$ cat config.mk
export PLATFORM = sky130hd
export DESIGN_NAME = ras_array
export DESIGN_NICKNAME = d
export VERILOG_FILES = /design/src/rtl/ras_pkg.sv /design/src/rtl/ras_addr_reg.sv /design/src/rtl/ras_decoder.sv /design/src/rtl/ras_cell.sv /design/src/rtl/ras_readout.sv /design/src/rtl/ras_array.sv
export SDC_FILE = /design/constraint.sdc
export NUM_CORES = 1
export LEC_CHECK = 0
export BUFFER_PORTS_ARGS = -buffer_cell sky130_fd_sc_hd__buf_2
export CAP_MARGIN = 20
export CORE_MARGIN = 2
export CORE_UTILIZATION = 25
export CTS_BUF_LIST = sky130_fd_sc_hd__clkbuf_4 sky130_fd_sc_hd__clkbuf_8
export DETAILED_ROUTE_END_ITERATION = 8
export MAX_ROUTING_LAYER = met4
export SYNTH_ARGS = -nofsm -noshare
export SYNTH_HDL_FRONTEND = slang
export SYNTH_HIERARCHICAL = 1
export SYNTH_SLANG_ARGS = --single-unit
$ cat constraint.sdc
create_clock -name clk_i -period 4 [get_ports clk_i]
set_clock_uncertainty 0.1 [all_clocks]
set_input_delay 0.2 -clock clk_i [delete_from_list [all_inputs] [get_ports clk_i]]
set_output_delay 0.2 -clock clk_i [all_outputs]
set_load 0.005 [all_outputs]
$ cat src/rtl/ras_pkg.sv
package ras_pkg;
  typedef enum logic {
    MODE_FUNC = 1'b0,
    MODE_SCAN = 1'b1
  } ras_mode_e;

  function automatic int addr_width(input int n);
    return (n < 2) ? 1 : $clog2(n);
  endfunction
endpackage

$ cat src/rtl/ras_addr_reg.sv
module ras_addr_reg #(
  parameter int ADDR_W = 4
) (
  input  logic              clk_i,
  input  logic              rst_ni,
  input  logic              shift_i,
  input  logic              bit_i,
  output logic [ADDR_W-1:0] addr_o
);
  logic [ADDR_W-1:0] addr_q, addr_d;

  generate
    if (ADDR_W == 1) begin : g_narrow
      assign addr_d = shift_i ? bit_i : addr_q;
    end else begin : g_wide
      assign addr_d = shift_i ? {addr_q[ADDR_W-2:0], bit_i} : addr_q;
    end
  endgenerate

  always_ff @(posedge clk_i or negedge rst_ni) begin
    if (!rst_ni) addr_q <= '0;
    else         addr_q <= addr_d;
  end

  assign addr_o = addr_q;
endmodule

$ cat src/rtl/ras_decoder.sv
module ras_decoder #(
  parameter int NFF    = 12,
  parameter int ADDR_W = 4
) (
  input  logic [ADDR_W-1:0] addr_i,
  output logic [NFF-1:0]    sel_o
);
  for (genvar k = 0; k < NFF; k++) begin : g_sel
    assign sel_o[k] = (addr_i == ADDR_W'(k));
  end
endmodule

$ cat src/rtl/ras_cell.sv
module ras_cell (
  input  logic clk_i,
  input  logic rst_ni,
  input  logic scan_i,
  input  logic sel_i,
  input  logic hold_i,
  input  logic d_i,
  input  logic si_i,
  output logic q_o
);
  logic q_q, q_d;

  always_comb begin
    if (!scan_i)              q_d = d_i;
    else if (sel_i && !hold_i) q_d = si_i;
    else                      q_d = q_q;
  end

  always_ff @(posedge clk_i or negedge rst_ni) begin
    if (!rst_ni) q_q <= 1'b0;
    else         q_q <= q_d;
  end

  assign q_o = q_q;
endmodule

$ cat src/rtl/ras_readout.sv
module ras_readout #(
  parameter int NFF = 12
) (
  input  logic [NFF-1:0] sel_i,
  input  logic [NFF-1:0] q_i,
  output logic           so_o
);
  assign so_o = |(sel_i & q_i);
endmodule

$ cat src/rtl/ras_array.sv
module ras_array #(
  parameter int NFF = 12
) (
  input  logic           clk_i,
  input  logic           rst_ni,
  input  logic           test_mode_i,
  input  logic           addr_shift_i,
  input  logic           addr_si_i,
  input  logic           scan_in_i,
  input  logic [NFF-1:0] d_i,
  output logic [NFF-1:0] q_o,
  output logic           scan_out_o
);
  import ras_pkg::*;

  localparam int ADDR_W = addr_width(NFF);
  localparam logic [ADDR_W:0] NFF_L = (ADDR_W+1)'(NFF);

  ras_mode_e         mode;
  logic [ADDR_W-1:0] addr;
  logic [NFF-1:0]    sel;
  logic [NFF-1:0]    q;
  logic              scan_en;

  assign mode    = ras_mode_e'(test_mode_i);
  assign scan_en = (mode == MODE_SCAN);

  ras_addr_reg #(.ADDR_W(ADDR_W)) u_addr (
    .clk_i   (clk_i),
    .rst_ni  (rst_ni),
    .shift_i (addr_shift_i),
    .bit_i   (addr_si_i),
    .addr_o  (addr)
  );

  ras_decoder #(.NFF(NFF), .ADDR_W(ADDR_W)) u_dec (
    .addr_i (addr),
    .sel_o  (sel)
  );

  for (genvar k = 0; k < NFF; k++) begin : g_cell
    ras_cell u_cell (
      .clk_i  (clk_i),
      .rst_ni (rst_ni),
      .scan_i (scan_en),
      .sel_i  (sel[k]),
      .hold_i (addr_shift_i),
      .d_i    (d_i[k]),
      .si_i   (scan_in_i),
      .q_o    (q[k])
    );
  end

  ras_readout #(.NFF(NFF)) u_rd (
    .sel_i (sel),
    .q_i   (q),
    .so_o  (scan_out_o)
  );

  assign q_o = q;

  // select lines never name two cells
  p_sel_onehot_r2: assert property (@(posedge clk_i) disable iff (!rst_ni)
    $onehot0(sel));

  // out-of-range address selects nothing and reads zero
  p_oor_quiet_r6: assert property (@(posedge clk_i) disable iff (!rst_ni)
    ({1'b0, addr} >= NFF_L) |-> (sel == '0 && !scan_out_o));

  // unselected cells hold across a scan write
  p_unsel_hold_r3: assert property (@(posedge clk_i) disable iff (!rst_ni)
    (test_mode_i && !addr_shift_i) |=> (((q_o ^ $past(q_o)) & ~$past(sel)) == '0));

  // selected cell takes scan data
  p_sel_write_r3: assert property (@(posedge clk_i) disable iff (!rst_ni)
    (test_mode_i && !addr_shift_i && sel != '0) |=>
      ((q_o & $past(sel)) == ($past(scan_in_i) ? $past(sel) : '0)));

  // address shift leaves the bank untouched
  p_shift_hold_r7: assert property (@(posedge clk_i) disable iff (!rst_ni)
    (test_mode_i && addr_shift_i) |=> $stable(q_o));

  // functional capture
  p_func_capture_r5: assert property (@(posedge clk_i) disable iff (!rst_ni)
    !test_mode_i |=> (q_o == $past(d_i)));

  // read path reflects the selected cell
  p_read_path_r4: assert property (@(posedge clk_i) disable iff (!rst_ni)
    (sel != '0) |-> (scan_out_o == |(q_o & sel)));
endmodule

# Word-level counts from Yosys, hierarchy flattened
# Cells that the tools add are included.
[classes]
mux = 24
eq_ne = 23
reduce_logical = 15
bitwise = 1
[op_table]
columns = ["cell", "n"]
rows = [
  ["1-bit 2-to-1 mux", 24],
  ["2-bit by 1-bit inequality test with 1-bit output (second input constant)", 12],
  ["4-bit by 3-bit == test with 1-bit output (second input constant)", 4],
  ["4-bit == test (second input constant)", 4],
  ["12-bit AND", 1],
  ["1-bit logical AND", 12],
  ["12-bit OR reduction", 1],
  ["4-bit by 2-bit == test with 1-bit output (second input constant)", 2],
  ["4-bit by 1-bit == test with 1-bit output (second input constant)", 1],
  ["4-bit logical NOT", 1],
  ["1-bit logical NOT", 1],
]
[totals]
input_bits = 18
output_inout_bits = 13
reg_bits = 16
word_cells = 76

# Logic depth before layout (Yosys ltp)
# Gate-level depths: netlist of the first run.
[logic_depth]
word_depth = 4
ltp_mapped = 5
ltp_nobuf = 4

# Modules after synthesis
# The synthesis of the first run kept the hierarchy.
[by_module_without_submodules]
columns = ["mod", "n_inst", "area_each_um2", "seq_area_each_um2", "cells_each"]
rows = [
  ["ras_cell", 12, 65.1, 25.0, 6],
  ["ras_decoder", 1, 192.7, 0.0, 16],
  ["ras_addr_reg", 1, 145.1, 100.1, 8],
  ["ras_readout", 1, 76.3, 0.0, 7],
]

# Least setup slack after synthesis of the first run
# Ideal clock, no wire load.
[synth_timing]
path_kind = "register to output"
from = "register u_addr.addr_q[2] (netlist: u_addr/addr_o[2])"
to = "output port scan_out_o"
stages_incl_launch_ff = 6
required_time_ps = 3700
slack_ps = 2435
n_path_buf = 1
arrival_time_ps = 1265
path_cell_list = "dfrtp_1 > buf_4 > and4bb_2 > a22o_1 > a221oi_2 > nand3_1"
[synth_via]
elab_chain_len = 3
word_cells_on_any_way = 14
cone_classes = "11 x eq/ne; 1 x bitwise; 2 x reduce/logical"
[synth_rtl]
columns = ["item", "line", "rtl"]
rows = [
  ["from (decl)", "ras_addr_reg.sv:10", "logic [ADDR_W-1:0] addr_q, addr_d;"],
  ["from (signal assigned)", "ras_addr_reg.sv:22", "else addr_q <= addr_d;"],
  ["4-bit by 3-bit == test with 1-bit output", "ras_decoder.sv:9", "assign sel_o[k] = (addr_i == ADDR_W'(k));"],
  ["via sel[5]", "ras_array.sv:21", "logic [NFF-1:0] sel;"],
  ["12-bit AND", "ras_readout.sv:8", "assign so_o = |(sel_i & q_i);"],
  ["12-bit OR reduction", "ras_readout.sv:8", ""],
  ["to (decl)", "ras_array.sv:12", "output logic scan_out_o"],
]
# The timed path passes the listed nets, and every way through them passes these cells.

# Worst setup path in the final report of the first run
[layout_timing]
from = "register u_addr.addr_q[2] (netlist: u_addr/addr_o[2])"
to = "output port scan_out_o"
[layout_via]
elab_chain_len = 3
word_cells_on_any_way = 14
cone_classes = "11 x eq/ne; 1 x bitwise; 2 x reduce/logical"
[layout_rtl]
columns = ["item", "line"]
rows = [
  ["4-bit by 2-bit == test with 1-bit output", "ras_decoder.sv:9"],
  ["via sel[3]", "ras_array.sv:21"],
  ["12-bit AND", "ras_readout.sv:8"],
  ["12-bit OR reduction", "ras_readout.sv:8"],
]
# The timed path passes the listed nets, and every way through them passes these cells.

==> summary.txt, run 1 <==
Run status
  • Outcome: finished clean

Pwr
  • PwrDens: 340 mW/mm²
  • Pleak: 0.000596 µW
  • Max VDD drop: 0.108 mV

CTS
  • Clk Latency, worst-skew pair: 0.26 ns
  • Clock buffer count from CTS: 3
  • Clock-pin slew on the worst setup and hold paths: 0.07 ns
  • # clock sinks: 16
  • CTS tree: done
  • H-tree depth: 1
  • Maximum root-to-sink buffer count: 2
  • Clock Tree Root: clkbuf_8
  • PostCTS Resize Cnt: 0

Placed design
  • HPWL Detailed: 1790 µm
  • PortBufs: 30
  • RePlAce Congestion: 0.696
  • Post-Place Worst Slack: 2.13 ns

STA
  • Fin crit share: 54.2%
  • Tmin final: 2.17 ns
  • Worst slew margin: 61.5%
  • FMAX: 461 MHz
  • Setup violators final: 0
  • Slew @ Worst Pin: 0.578 ns
  • Final worst slack: 1.83 ns
  • Max Slew Vio Count: 0
  • Final setup TNS: 0 ns
  • RSZ-0062 raised after global routing: no
  • Final Hold Fails: 0

Worst setup path
  • CP Class: flop to output pin
  • R2R Path Start: u_addr/addr_o[0]$_DFFE_PN0P_
  • Worst Path Max Fanout: 14
  • Critical path arrival: 1.87 ns
  • Critical Path End Type: output pin
  • Critical R2R Capture: g_cell[1].u_cell/q_o$_DFFE_PN0P_
  • Register-to-Register Path Depth: 3
  • Required @ worst endpoint: 3.70 ns
  • Startpoint Class: flop
  • Reg2Reg Setup Slack: 2.44 ns

Route
  • Mean number of vias per cell: 5.03
  • Post-DRT Antenna Nets: 0
  • Post-Route WL: 2640 µm
  • Drt first pass iters: 4
  • Average wire per standard cell: 14.0 µm
  • DR iter-0 viols: 67
  • Via count: 945
  • DRC viols: 0

Cells and area
  • Diodes inserted: 0
  • NumNets Final: 153
  • Share of layout cells above drive strength 1: 56.0%
  • Post-Route Utilization: 30.9%
  • Filler instances: 483
  • P&R area growth vs syn: 20.5%

Floorplanning
  • Die height: 73.1 µm
  • FP Rows: 25
  • Full die area: 0.00535 mm²
  • Die Wd: 73.1 µm
  • IO Count: 31
  • Core box area: 0.00466 mm²
  • Initial core utilization: 25.6%

Yosys
  • Syn Nets: 121
  • Netlist area before placement: 0.00119 mm²
  • Top-count cell post-synth: dfrtp_1
  • Top_reg_cell synth: dfrtp_1
  • Ranking of synthesized cells by area: dfrtp_1 (34%), o211ai_2 (13%), nand4b_1 (8.8%)
  • Register area share after synthesis: 33.5%
  • Yosys top cell area share: 33.5%
  • Syn. warnings: 6
  • Syn Inst Count: 103
  • Yosys reg bits: 16
  • Yosys cell types: 16
  • Post-synth EDFFs: 0
  • Ys async rst share: 100%
  • Yosys top cell by area: dfrtp_1
  • Syn Area/Cell: 11.6 µm²

Global routing
  • Gr ovfl total: 0
  • Antenna violations before repair: 0
  • Vias in the first global route: 885
  • First-pass GRT wire length: 4250 µm
  • GRT Total Usage: 10.6%
  • Largest net degree at the start of global routing: 37

Min path
  • WHS Endpoint: g_cell[11].u_cell/q_o$_DFFE_PN0P_
  • Min-Delay Path Depth: 3
  • Hold crit path type: input port to flop
  • Hold Path Origin: d_i[11]

Run
  • Max-Cap Viols: 0
per-layer routing:
metal  track usage, %  vias to the layer above  wire (µm)
li1                 -                      465          -
met1             15.0                      457       1310
met2             14.6                       18       1180
met3             2.07                        5         93
met4             4.32                        0         50
met5                -                        -          0
logic make-up after synthesis:
kind of cell           share of synthesized area [%]
muxes                                           3.77
AOI/OAI and AO/OA                               18.5
DFF                                             33.5
and+or+nand+nor                                 41.0
buffers and inverters                           3.14
worst max-delay path by stage:
stage | start | end | slack (ns)
after floorplan | u_addr/addr_o[2]$_DFFE_PN0P_ | scan_out_o | 2.43
after global placement | u_addr/addr_o[2]$_DFFE_PN0P_ | scan_out_o | 2.14
after detailed placement | u_addr/addr_o[3]$_DFFE_PN0P_ | scan_out_o | 2.13
after CTS | u_addr/addr_o[2]$_DFFE_PN0P_ | scan_out_o | 1.84
after global routing | u_addr/addr_o[2]$_DFFE_PN0P_ | scan_out_o | 1.72
final | u_addr/addr_o[2]$_DFFE_PN0P_ | scan_out_o | 1.83
flip-flops by register name, summed over array words and instances, names as in the netlist:
name / count
u_addr/addr_o: 4
g_cell.u_cell/q_o: 12
critical path, cell delays in order (launching register included):
cell,delay [ns]
dfrtp_1,0.61
and4bb_2,0.30
a22o_1,0.24
a221oi_2,0.20
nand3_1,0.13
buf_2,0.14
where the power goes:
group	total, µW	internal [µW]	switching (µW)
combinational	121	68.3	52.9
sequential	220	182	37.9
clock	149	87.5	61.6
total	490	338	152
repair_timing:
action	in CTS	in global routing
setup buffers	0	0
hold buffers	1	0
hold endpoints to repair	16	0
layout by cell type, fill, tap and decap left out:
cell type,count
a22o_1,3
o211ai_2,12
clkbuf_8,4
nand2b_1,12
and4bb_2,5
nor4_2,1
nand2_1,12
nand3_1,1
nor4b_2,4
buf_2,30
dlygate4sd3_1,1
nor2b_2,12
a221oi_2,3
nand4b_1,12
and4b_1,2
dfrtp_1,16
mux2_2,4
per-stage QoR:
stage                     hold WS, ns  power (µW)  instance area [µm²]  instances
final                          0.0578         490                 1440        188
after floorplan                -0.196         300                 1190        103
after global routing           0.0586         519                 1440        188
after global placement         0.0509         343                 1380        183
after detailed placement       0.0473         344                 1380        183
after CTS                      0.0574         494                 1440        188
final cells by class:
class	instances	area, µm²	area share [%]
timing repair buffer	31	160	11.1
clock buffer	4	55.1	3.82
multi-input combinational	83	757	52.6
tap	54	67.6	4.69
sequential	16	400	27.8
No activity file was read; power rests on OpenSTA's default activity.
==> inputs of run 2 (changes only) <==
--- a/config.mk
+++ b/config.mk
@@ -5,6 +5,7 @@
 export SDC_FILE = /design/constraint.sdc
 export NUM_CORES = 1
 export LEC_CHECK = 0
+export ABC_AREA = 1
 export BUFFER_PORTS_ARGS = -buffer_cell sky130_fd_sc_hd__buf_2
 export CAP_MARGIN = 20
 export CORE_MARGIN = 2
==> constraint.sdc (replaced) <==
create_clock -name clk_i -period 2 [get_ports clk_i]
set_clock_uncertainty 0.1 [all_clocks]
set_input_delay 0.1 -clock clk_i [delete_from_list [all_inputs] [get_ports clk_i]]
set_output_delay 0.1 -clock clk_i [all_outputs]
set_load 0.005 [all_outputs]
==> run 2 against run 1 <==
Compared with the run above: critical path depth increased by 3; area after synthesis decreased by 9.2%; clock-buffer cell count decreased by 1; global-route usage increased by 1.9 points; register-to-register slack got worse by 1.6 ns; first-iteration DRC count decreased by 10%; setup slack got worse by 1.5 ns; cell count increased by 49%; cell area decreased by 4.3%; critical endpoint unchanged; largest power group unchanged.
==> summary.txt, run 2 <==
Run status
  • Outcome: finished clean

Yosys
  • Ranking of synthesized cells by area: nand2_1 (42%), dfrtp_1 (37%), inv_1 (9.7%)
  • Top_reg_cell synth: dfrtp_1
  • Yosys top cell area share: 41.9%
  • Yosys top cell by area: nand2_1
  • Synth top cells by count: nand2_1 (121), inv_1 (28), dfrtp_1 (16)
  • Top-count cell post-synth: nand2_1
  • Post-synth EDFFs: 0
  • Ys async rst share: 100%
  • Yosys cell types: 6
  • Netlist area before placement: 0.00108 mm²
  • Syn Area/Cell: 5.59 µm²
  • Yosys reg bits: 16
  • Register area share after synthesis: 36.9%
  • Syn Inst Count: 194
  • Syn Nets: 212
  • Syn. warnings: 6

Worst setup path
  • Startpoint Class: flop
  • Worst Path Max Fanout: 5
  • CP top delay family: simple AND/OR/NAND/NOR gates
  • Critical-path cell list: inv_1 > nand2_1 > nor2_1 > nand2_1 > nand2_1 > nor2_1 > nand3_1 > buf_2
  • Required @ worst endpoint: 1.80 ns
  • CP peak stage delay: 0.42 ns
  • CP Buf/Inv Count: 2
  • Critical Path End Type: output pin
  • CP Class: flop to output pin
  • Most frequent CP cell: nand2_1
  • Critical path arrival: 1.42 ns
  • Slowest-stage cell, CP: dfrtp_1

Cells and area
  • Multi-input logic area: 576 µm²
  • Most frequent cells in the layout: nand2_1 (121), buf_2 (30), inv_1 (28), dfrtp_1 (16), nor2_1 (15)
  • Share of layout cells above drive strength 1: 15.2%
  • NumNets Final: 250
  • P&R area growth vs syn: 27.1%
  • Fin cells: 280
  • Post-Route Utilization: 33.7%
  • Final instance area: 0.00138 mm²
  • Sequential Area: 400 µm²
  • Max reg flops: 12
  • Diodes inserted: 0
  • Most common cell after layout, fill and taps aside: nand2_1
  • Filler instances: 493

Global routing
  • Antenna violations before repair: 0
  • Largest net degree at the start of global routing: 49
  • Vias in the first global route: 1,077
  • First-pass GRT wire length: 4870 µm
  • GRT Total Usage: 12.5%
  • Gr ovfl total: 0

Route
  • Met1 Wirelength: 1380 µm
  • Met3 Wirelength: 105 µm
  • Post-Route WL: 2760 µm
  • DR iter-0 viols: 60
  • Mean number of vias per cell: 4.20
  • Top Layer Used: met4
  • Metal2 WL: 1220 µm
  • Post-DRT Antenna Nets: 0
  • Via count: 1,176
  • DRC viols: 0
  • Drt first pass iters: 4
  • Average wire per standard cell: 9.84 µm

STA
  • Tmin final: 1.62 ns
  • RSZ-0062 raised after global routing: no
  • FMAX: 617 MHz
  • Final hold slack: 0.0268 ns
  • Final setup TNS: 0 ns
  • Max Slew Vio Count: 0
  • Slew @ Worst Pin: 0.389 ns
  • Worst slew margin: 74.1%
  • Setup violators final: 0
  • Final Hold Fails: 0
  • Fin crit share: 81.0%

CTS
  • H-tree depth: 1
  • CTS tree: done
  • Clock buffer count from CTS: 3
  • Post-CTS Hold Buffers: 2
  • PostCTS Resize Cnt: 0
  • Clock-pin slew on the worst setup and hold paths: 0.07 ns
  • Setup Buffers After CTS: 0
  • Clk Latency, worst-skew pair: 0.25 ns
  • Maximum root-to-sink buffer count: 2
  • # clock sinks: 16
  • Clock Tree Root: clkbuf_8

Placed design
  • RePlAce Congestion: 0.908
  • Placed inst area: 0.00132 mm²
  • HPWL Detailed: 1970 µm
  • PortBufs: 30
  • Inst Count DP: 275

Floorplanning
  • Initial core utilization: 26.5%
  • IO Count: 31
  • Core box area: 0.00409 mm²
  • Die height: 69.9 µm
  • FP Rows: 23
  • Full die area: 0.00488 mm²
  • Die Wd: 69.9 µm

Run
  • Max-Cap Viols: 0

Min path
  • Hold crit path type: input port to flop

Pwr
  • Pleak: 0.000893 µW
  • PwrDens: 632 mW/mm²
  • Max VDD drop: 0.459 mV
run 2: final cells by class:
class,count,area share (%)
repair buffers,33,13.8
inverters,29,7.89
multi-input cells,149,41.7
well taps,50,4.54
clock buffers,3,2.99
flip-flops and latches,16,29.0
run 2: per-stage QoR:
stage / power, µW / setup slack (ns)
3_5_place_dp: 630 / 0.670
3_3_place_gp: 628 / 0.653
2_1_floorplan: 518 / 0.914
6_report: 872 / 0.380
5_1_grt: 942 / 0.222
4_1_cts: 886 / 0.386
run 2: kinds of logic (layout without fill, tap and decap cells):
| group | Yosys count | after routing | synth area share, % |
|---|---|---|---|
| buffers and inverters | 29 | 65 | 10.0 |
| DFF | 16 | 16 | 36.9 |
| and+or+nand+nor | 149 | 149 | 53.1 |
run 2: worst paths after layout:
check	slack (ns)	from	endpoint	depth (start not counted)
min in group asynchronous	0.20	rst_ni	g_cell[11].u_cell/q_o$_DFFE_PN0P_	2
min	0.03	d_i[0]	g_cell[0].u_cell/q_o$_DFFE_PN0P_	5
max	0.38	u_addr/addr_o[0]$_DFFE_PN0P_	scan_out_o	8
max reg2reg	0.81	u_addr/addr_o[0]$_DFFE_PN0P_	g_cell[10].u_cell/q_o$_DFFE_PN0P_	6
max in group asynchronous	1.32	rst_ni	g_cell[9].u_cell/q_o$_DFFE_PN0P_	2
min reg2reg	0.42	u_addr/addr_o[3]$_DFFE_PN0P_	u_addr/addr_o[3]$_DFFE_PN0P_	2
run 2: power by group:
part	internal (µW)	switching, µW	leakage [µW]	total, µW
Combinational	93.8	134	0.000673	228
Sequential	362	33.9	0.000199	396
Clock	134	115	0.0000216	248
run 2: worst reg2reg max path: cells and delay by family, from the launching register on:
| kind | cells | cell delay (ns) |
|---|---|---|
| flops | 1 | 0.42 |
| simple gates | 5 | 0.48 |
| buf+inv | 1 | 0.09 |
run 2: routing by layer:
layer | up-vias | global-route usage, %
met4 | 0 | 2.78
met2 | 20 | 20.0
met5 | - | -
li1 | 640 | -
met3 | 6 | 3.75
met1 | 510 | 15.6
==> inputs of run 3 (changes only) <==
==> constraint.sdc (replaced) <==
create_clock -name clk_i -period 1.45 [get_ports clk_i]
set_clock_uncertainty 0.1 [all_clocks]
set_input_delay 0.0725 -clock clk_i [delete_from_list [all_inputs] [get_ports clk_i]]
set_output_delay 0.0725 -clock clk_i [all_outputs]
set_load 0.005 [all_outputs]
==> run 3 against run 2 <==
Compared with the run above: the flow now finishes with violations (setup timing); core utilization up 3.6 points; sequential power up 39%; sequential share of layout area down 2.6 points; critical path depth unchanged; non-clock buffer count up 9; global-route usage up 0.13 points; routed wire length down 0.15%; cell count up 3.6%; via count up 0.94%; die area unchanged; critical endpoint unchanged.
==> summary.txt, run 3 (synthesis results as in run 2) <==
Cells and area
  • Max reg flops: 12
  • P&R area growth vs syn: 40.6%
  • NumNets Final: 259
  • Post-Route Utilization: 37.3%
  • Most common cell after layout, fill and taps aside: nand2_1
  • Share of layout cells above drive strength 1: 28.3%
  • Most frequent cells in the layout: nand2_1 (115), buf_2 (30), inv_1 (24), dfrtp_1 (14), nand3_1 (13)
  • Diodes inserted: 0
  • Fin cells: 290

Run
  • Max-Cap Viols: 0

Pwr
  • Pleak: 0.000950 µW
  • PwrDens: 879 mW/mm²
  • Max VDD drop: 0.503 mV

Worst setup path
  • Reg2Reg Setup Slack: -0.02 ns
  • Required @ worst endpoint: 1.28 ns
  • Critical R2R Capture: g_cell[8].u_cell/q_o$_DFFE_PN0P_
  • Worst Path Max Fanout: 4
  • Most frequent CP cell: nand2_1
  • CP peak stage delay: 0.42 ns
  • CP Class: flop to output pin
  • Critical Path End Type: output pin
  • Critical-path cell list: inv_2 > nand2_4 > nor2_2 > nand2_1 > nand2_1 > nor2_1 > nand3_1 > buf_2
  • CP top delay family: simple AND/OR/NAND/NOR gates
  • Register-to-Register Path Depth: 10
  • R2R Path Start: u_addr/addr_o[2]$_DFFE_PN0P_
  • CP Buf/Inv Count: 2
  • Startpoint Class: flop
  • Slowest-stage cell, CP: dfrtp_1
  • Critical path arrival: 1.39 ns

Floorplanning
  • Die Wd: 69.9 µm
  • Full die area: 0.00488 mm²
  • Core box area: 0.00409 mm²
  • FP Rows: 23
  • Initial core utilization: 26.5%
  • IO Count: 31
  • Die height: 69.9 µm

Min path
  • Hold Path Origin: d_i[10]
  • WHS Endpoint: g_cell[10].u_cell/q_o$_DFFE_PN0P_
  • Hold crit path type: input port to flop
  • Min-Delay Path Depth: 5

Route
  • DR iter-0 viols: 33
  • Post-DRT Antenna Nets: 0
  • Mean number of vias per cell: 4.09
  • Drt first pass iters: 4
  • Via count: 1,187
  • Post-Route WL: 2750 µm
  • DRC viols: 0
  • Average wire per standard cell: 9.49 µm

STA
  • RSZ-0062 raised after global routing: yes
  • Max Slew Vio Count: 0
  • FMAX: 640 MHz
  • Fin crit share: 108%
  • Setup violators final: 2
  • Final Hold Fails: 0
  • Final worst slack: -0.113 ns
  • Worst slew margin: 75.5%
  • Tmin final: 1.56 ns
  • Slew @ Worst Pin: 0.367 ns
  • Final hold slack: 0.00396 ns
  • Final setup TNS: -0.134 ns

Placed design
  • PortBufs: 30
  • RePlAce Congestion: 0.939
  • HPWL Detailed: 1940 µm
  • Inst Count DP: 275

CTS
  • Maximum root-to-sink buffer count: 2
  • # clock sinks: 16
  • CTS tree: done
  • Clock Tree Root: clkbuf_8
  • H-tree depth: 1
  • Clk Latency, worst-skew pair: 0.25 ns
  • Clock-pin slew on the worst setup and hold paths: 0.07 ns
  • Clock buffer count from CTS: 3

Global routing
  • Gr ovfl total: 0
  • First-pass GRT wire length: 4920 µm
  • Antenna violations before repair: 0
  • Vias in the first global route: 1,104
  • GRT Total Usage: 12.6%
  • Largest net degree at the start of global routing: 49

Run status
  • Outcome: complete, but fails checks
  • Failing checks: setup timing
run 3: cell types whose count changed in the layout (fill, tap and decap cells not counted), sizes merged:
cell	change
clkbuf	+1
buf	+9
run 3: repair_timing:
action                     in CTS  in global routing
hold endpoints to repair       17                  0
hold buffers                    2                  0
pin swaps                       4                  0
setup endpoints to repair       1                  3
buffers inserted                9                  0
resized for setup              22                  5
run 3: worst max-delay path by stage:
stage | startpoint | endpoint | slack [ns] | cells after the start
floorplan | u_addr/addr_o[1]$_DFFE_PN0P_ | scan_out_o | 0.39 | 7
global placement | u_addr/addr_o[0]$_DFFE_PN0P_ | scan_out_o | 0.12 | 8
detailed placement | u_addr/addr_o[0]$_DFFE_PN0P_ | scan_out_o | 0.14 | 8
finish | u_addr/addr_o[3]$_DFFE_PN0P_ | scan_out_o | -0.11 | 8
global route | u_addr/addr_o[2]$_DFFE_PN0P_ | scan_out_o | -0.20 | 8
CTS | u_addr/addr_o[1]$_DFFE_PN0P_ | scan_out_o | -0.11 | 7
run 3: layout make-up:
| cell class | instances | area (µm²) |
|---|---|---|
| clock buffers | 4 | 55.1 |
| inverters | 29 | 109 |
| flip-flops and latches | 16 | 403 |
| multi-input cells | 149 | 638 |
| fillers | 453 | 2560 |
| repair buffers | 42 | 258 |
| well taps | 50 | 62.6 |
run 3: power by group:
group / leakage [µW] / total (µW) / internal [µW] / switching, µW
combinational: 0.000725 / 386 / 169 / 217
clock: 0.0000288 / 403 / 241 / 162
sequential: 0.000196 / 552 / 501 / 51.8
total: 0.000950 / 1340 / 910 / 431
run 3: metrics by stage:
stage          total power, µW  setup slack, ns  area, µm²
2_1_floorplan              714            0.391       1080
3_3_place_gp               864            0.118       1320
3_5_place_dp               867            0.138       1320
4_1_cts                   1350           -0.109       1510
5_1_grt                   1440           -0.202       1530
6_report                  1340           -0.113       1530
run 3: metal layers:
| layer | GRT usage (%) | wire, µm | vias up |
|---|---|---|---|
| met1 | 15.4 | 1330 | 506 |
| met4 | 1.92 | 16 | 0 |
| met3 | 3.61 | 106 | 2 |
| met5 | - | 0 | - |
| li1 | - | - | 658 |
| met2 | 21.2 | 1300 | 21 |
run 3: tightest hold or removal path, cell delays in order:
cell and delay (ns):
buf_2 0.07, nand2_1 0.04, nand2_1 0.05, nand2_1 0.04, nand2_1 0.04
